File: src/rtl/i2c_stat_flags.sv
module i2c_stat_flags #(
  parameter int NFLAG = 8
) (
  input  logic             clk,
  input  logic             rst_n,
  input  logic             sync_fmt,
  input  logic             is_master,
  input  logic             is_xmit,
  input  logic             ack_chk_en,
  input  logic             ev_gcall,
  input  logic             ev_addr_hit,
  input  logic             ev_scl_rise,
  input  logic             sda_drv,
  input  logic             sda_pin,
  input  logic             ev_start,
  input  logic             ev_stop,
  input  logic             ev_nack,
  input  logic             ev_rx_load,
  input  logic             ev_last_rx,
  input  logic             ev_ninth,
  input  logic             ev_last_tx,
  input  logic             ev_tx_load,
  input  logic             ev_tx_sel,
  input  logic             ev_srx2stx,
  input  logic             st_rd,
  input  logic             st_wr,
  input  logic [NFLAG-1:0] st_wdata,
  input  logic             rxbuf_rd,
  input  logic             txbuf_wr,
  output logic [NFLAG-1:0] flags,
  output logic             halt
);
  localparam int B_GC = 0, B_AD = 1, B_AL = 2, B_SP = 3, B_NK = 4, B_RF = 5, B_TE = 6, B_TD = 7;

  logic [NFLAG-1:0] armed, set_v, clr_v;
  logic al_i2c, al_ovr;

  assign al_i2c = is_master & ((ev_scl_rise & is_xmit & (sda_drv ^ sda_pin)) | (ev_start & sda_pin));
  assign al_ovr = ev_last_rx & flags[B_RF];

  always_comb begin
    set_v       = '0;
    set_v[B_GC] = ev_gcall;
    set_v[B_AD] = ev_addr_hit;
    set_v[B_AL] = sync_fmt ? al_ovr : al_i2c;
    set_v[B_SP] = ev_stop;
    set_v[B_NK] = ev_nack & ack_chk_en;
    set_v[B_RF] = ev_rx_load;
    set_v[B_TE] = sync_fmt ? ev_last_tx : (ev_ninth & flags[B_TD]);
    set_v[B_TD] = ev_tx_load | ev_tx_sel | ev_start | ev_srx2stx;
  end

  always_comb begin
    clr_v       = st_wr ? (armed & ~st_wdata) : '0;
    clr_v[B_RF] = clr_v[B_RF] | rxbuf_rd;
    clr_v[B_TE] = clr_v[B_TE] | txbuf_wr;
    clr_v[B_TD] = clr_v[B_TD] | txbuf_wr;
  end

  always_ff @(posedge clk) begin
    if (!rst_n) begin
      flags <= '0;
      armed <= '0;
    end else begin
      flags <= set_v | (flags & ~clr_v);
      armed <= (st_wr ? '0 : armed) | (st_rd ? flags : '0);
    end
  end

  assign halt = flags[B_NK] & ack_chk_en;


  stop_sets_chk: assert property (@(posedge clk) disable iff (!rst_n) ev_stop |=> flags[B_SP]);

  gc_hold_chk: assert property (@(posedge clk) disable iff (!rst_n)
    (flags[B_GC] && !(st_wr && armed[B_GC] && !st_wdata[B_GC])) |=> flags[B_GC]);

  wr_disarms_chk: assert property (@(posedge clk) disable iff (!rst_n) (st_wr && !st_rd) |=> (armed == '0));

  rx_clear_chk: assert property (@(posedge clk) disable iff (!rst_n) (rxbuf_rd && !ev_rx_load) |=> !flags[B_RF]);

  tx_clear_chk: assert property (@(posedge clk) disable iff (!rst_n)
    (txbuf_wr && !ev_tx_load && !ev_tx_sel && !ev_start && !ev_srx2stx) |=> !flags[B_TD]);

  nack_gate_chk: assert property (@(posedge clk) disable iff (!rst_n)
    (!flags[B_NK] && !(ev_nack && ack_chk_en)) |=> !flags[B_NK]);

  rx_setwins_chk: assert property (@(posedge clk) disable iff (!rst_n) ev_rx_load |=> flags[B_RF]);

  always_ff @(posedge clk) if (!rst_n) ;
  reset_clear_chk: assert property (@(posedge clk) !rst_n |=> (flags == '0));
endmodule

File: config.mk
export PLATFORM = sky130hd
export DESIGN_NAME = i2c_stat_flags
export DESIGN_NICKNAME = d
export VERILOG_FILES = /design/src/rtl/i2c_stat_flags.sv
export SDC_FILE = /design/constraint.sdc
export NUM_CORES = 1
export LEC_CHECK = 0
export BUFFER_PORTS_ARGS = -buffer_cell sky130_fd_sc_hd__buf_2
export CORE_MARGIN = 4
export CORE_UTILIZATION = 39
export DETAILED_ROUTE_END_ITERATION = 12
export GPL_TIMING_DRIVEN = 0
export PLACE_DENSITY = 0.75
export SETUP_SLACK_MARGIN = 0.15
export SLEW_MARGIN = 15
export SYNTH_ARGS = -nofsm -noshare
export SYNTH_HDL_FRONTEND = slang
export SYNTH_SLANG_ARGS = --single-unit
File: constraint.sdc
create_clock -name clk -period 1.02 [get_ports clk]
set_clock_uncertainty 0.15 [all_clocks]
set_input_delay 0.204 -clock clk [delete_from_list [all_inputs] [get_ports clk]]
set_output_delay 0.204 -clock clk [all_outputs]
set_load 0.03 [all_outputs]
# Yosys cells after proc, flatten, opt, wreduce, memory -nomap -nowiden
# Cells that the tools add are included.
[word_totals]
reg_bits = 16
latchBits = 0
ram_bits = 0
mem_bits_ro = 0
in_bits = 33
output_inout_bits = 9
word_cells = 29
memories = 0
[op_classes]
addsub = 0
mul = 0
div = 0
n_lt_le_gt_ge = 0
eq_ne = 0
n_shift = 0
mux = 5
n_bitwise = 22
n_reduce_logical = 0
[ops]
columns = ["cell", "count"]
rows = [
  ["$mux W8", 3],
  ["$and A8 B8 Y8", 2],
  ["$not A8 Y8", 2],
  ["$or A8 B8 Y8", 2],
  ["$and A1 B1 Y1", 8],
  ["$or A1 B1 Y1", 7],
  ["$mux W1", 2],
  ["$xor A1 B1 Y1", 1],
]

# Logic depth before layout (Yosys ltp)
[logic_depth]
word_depth = 7
depth_mapped = 4
mapped_depth_nobuf = 3

# Worst setup path after synthesis
# Ideal clock, no wire load.
[synth_path]
path_type = "reg-to-output"
startpoint = "register flags[4]"
endpoint = "output halt"
arrival_ns = 0.858
required_ns = 0.666
path_slack_ns = -0.192
stages_incl_launch_ff = 2
cell_sequence = "dfxtp_1 > and2_1"
[synth_via]
elab_chain_cells = 1
[synth_rtl]
columns = ["item", "line_no", "text"]
rows = [
  ["start, declared", "30", "output logic [NFLAG-1:0] flags,"],
  ["start signal, assigned", "65", "flags <= set_v | (flags & ~clr_v);"],
  ["$and A1 B1 Y1", "70", "assign halt = flags[B_NK] & ack_chk_en;"],
  ["end, declared", "31", "output logic halt"],
]
# Every way passes these cells.

# Worst setup path after layout
# Ends and elaborated chain as after synthesis.

==> flow_summary.yaml <==
run_status:
  status: "finished, violations left"
  violations: "hold timing, setup timing"
global_route:
  grt_pass1_wl_mm: 2.86
  grt_usage_pct: 14.7
  grt_antenna_before_repair: 0
  grt_pass1_vias: 708
  grt_overflow: 0
  grt_max_degree: 11
  grt.met3_usage_pct: 3.07
  grt.busiest_layer: "met2"
  grt_util_met2_pct: 25.4
  globalRouteMet1Util_pct: 18.3
cells_and_area:
  fillers: 112
  final_common_cell: "buf_2"
  layout-drive-gt1-share_pct: 67.2
  layout_common_cells: "33 x buf_2, 15 x buf_6, 12 x nor2_1"
  register_area_um2: 344
  num_antenna_cells: 0
  syn_to_final_growth_pct: 73.0
  multiInputGateArea_um2: 355
  final_nets: 156
  stdcell_area_um2: 1110
place:
  numPortBuffers: 39
  gp_congestion: 0.702
  hpwl_mm: 1.22
  dp_slack_ns: -0.0789
  placed_cell_area_um2: 875
worst_setup_path:
  critPathKind: "register to primary output"
  crit_buf_inv: 1
  path_delay_family: "flip-flops"
  max_stage_delay_ns: 0.35
  crit_chain: "and2_4 -> buf_6"
  required_ns: 0.67
  cp_max_fo: 3
  cp_data_arrival_time_ns: 0.90
  cp-start-kind: "register"
  cp_slowest_cell: "dfxtp_4"
  endpoint_kind: "primary output"
drt:
  drc_errors: 0
  drt-pass1-iter-count: 4
  routed-via-count: 711
  routed_via_density: 5.15
  ant_nets: 0
  wl_per_cell_um: 12.8
  drt_iter0_markers: 10
  drt_wl_total_mm: 1.77
synthesis:
  syn_area_um2: 639
  syn_avg_cell_area_um2: 9.01
  synth_warnings: 0
  syn_nets: 104
  yosysUniqueCellTypes: 18
  synth-seq-area-share_pct: 50.1
  postSynthCellCount: 71
  synth-seq-cells: 16
clock_tree:
  clkSlewWorstSetupHoldPaths_ns: 0.09
  root_buffer: "clkbuf_4"
  cts_tree: "yes"
  clock_latency_ns: 0.29
  clockBufferDepth: 2
  cts_sinks: 16
  cts_buffers: 3
  htreeDepth: 1
pwr:
  peakVddDrop_mv: 0.924
  leakage_nw: 0.485
  p_int_uw: 984
  p_sw_uw: 385
  switching_share_pct: 28.1
  p_seq_share_pct: 50.5
  fin_total_pwr_mw: 1.37
  combPwrFrac_pct: 24.4
  p_clk_share_pct: 25.1
  p_per_area_nw_per_um2: 1240
timing:
  hold_viol: 5
  rsz0062_at_grt: "true"
  setup_tns_ns: -1.16
  maxSlewHeadroom_pct: 84.7
  period_share_pct: 123
  maxSlewViolCount: 0
  layout_setup_ws_ns: -0.238
  min_period_ns: 1.26
  hold_ws_ns: -0.0333
  tightest_slew_ns: 0.228
  setup_violations: 9
  max_freq_mhz: 795
floorplan:
  die_y_um: 48.5
  io_pins: 42
  rows: 14
  initial_core_util_pct: 42.0
  die-area_um2: 2350
  coreArea_um2: 1520
  fp.dieW_um: 48.5
job:
  drv_cap: 0
min_path:
  hold_class: "input port to register"
==> layer usage <==
metal	wire length, um	part of all wire [%]
met3	97	5.5
met5	0	0
met1	741	42
met2	916	52
met4	14	0.79
==> kinds of logic (layout without fill, tap and decap cells) <==
group           Yosys count  count (layout)  synth area share (%)
xor+xnor                  1               1                  1.37
flops                    16              16                  50.1
simple gates             28              28                  22.9
buf+inv                   6              57                  5.09
compound gates           20              20                  20.5
==> registers in the layout, indices dropped and copies added (netlist names) <==
name   cells
armed      8
flags      8
==> power groups by stage <==
| stage | sequential (mW) | clock [mW] | combinational [mW] |
|---|---|---|---|
| 5_1_grt | 0.698 | 0.366 | 0.360 |
| 3_5_place_dp | 0.702 | 0 | 0.228 |
| 3_3_place_gp | 0.700 | 0 | 0.224 |
| 4_1_cts | 0.688 | 0.344 | 0.318 |
| 2_1_floorplan | 0.743 | 0 | 0.0871 |
| 6_report | 0.692 | 0.344 | 0.334 |
==> cell usage after synthesis (all sizes together) <==
| master | n | area (um^2) |
|---|---|---|
| nand2 | 4 | 15.0 |
| buf | 3 | 21.3 |
| nand3b | 9 | 67.6 |
| a22oi | 8 | 60.1 |
| and2 | 1 | 6.26 |
| inv | 3 | 11.3 |
| xor2 | 1 | 8.76 |
| a31oi | 2 | 12.5 |
| o21ai | 2 | 10.0 |
| a32oi | 2 | 17.5 |
| nor2 | 12 | 45.0 |
| nor2b | 1 | 6.26 |
| o22ai | 1 | 6.26 |
| nor4 | 1 | 6.26 |
| dfxtp | 16 | 320 |
| a21oi | 5 | 25.0 |
==> layout make-up <==
type	instances	area share [%]
Timing Repair Buffer	47	29.6
Tap cell	16	1.81
Clock inverter	1	0.339
Buffer	3	1.92
Multi-Input combinational cell	49	32.1
Clock buffer	3	2.04
Sequential cell	16	31.1
Inverter	3	1.02
==> path summary, 6_finish.rpt <==
check	from	to	slack [ns]	depth (start not counted)
worst max-delay path	flags[4]	halt	-0.24	2
worst min-delay path	ev_rx_load	flags[5]	-0.03	3
worst max register to register	flags[5]	flags[2]	0.03	3
worst min register to register	armed[1]	armed[1]	0.36	2
==> worst reg2reg max path, stage by stage, from the launching register on <==
cell and delay (ns):
dfxtp_4 0.36, buf_6 0.12, a32oi_1 0.16, o22ai_1 0.09
==> metrics by stage <==
step	std cells	utilization [%]
after detailed placement	126	57.4
after CTS	138	70.2
after floorplan	71	-
after global placement	126	57.4
after global routing	138	72.6
final	138	72.6
==> timing repair <==
item / CTS / global route
endpoints found under the hold margin: 5 / 3
endpoints found under the setup margin: 12 / 25
setup buffers: 8 / 0
pin swaps: 17 / 15
resized for setup: 33 / 11
gates cloned: 0 / 0
Note: power is estimated with default switching activity, not from simulation.
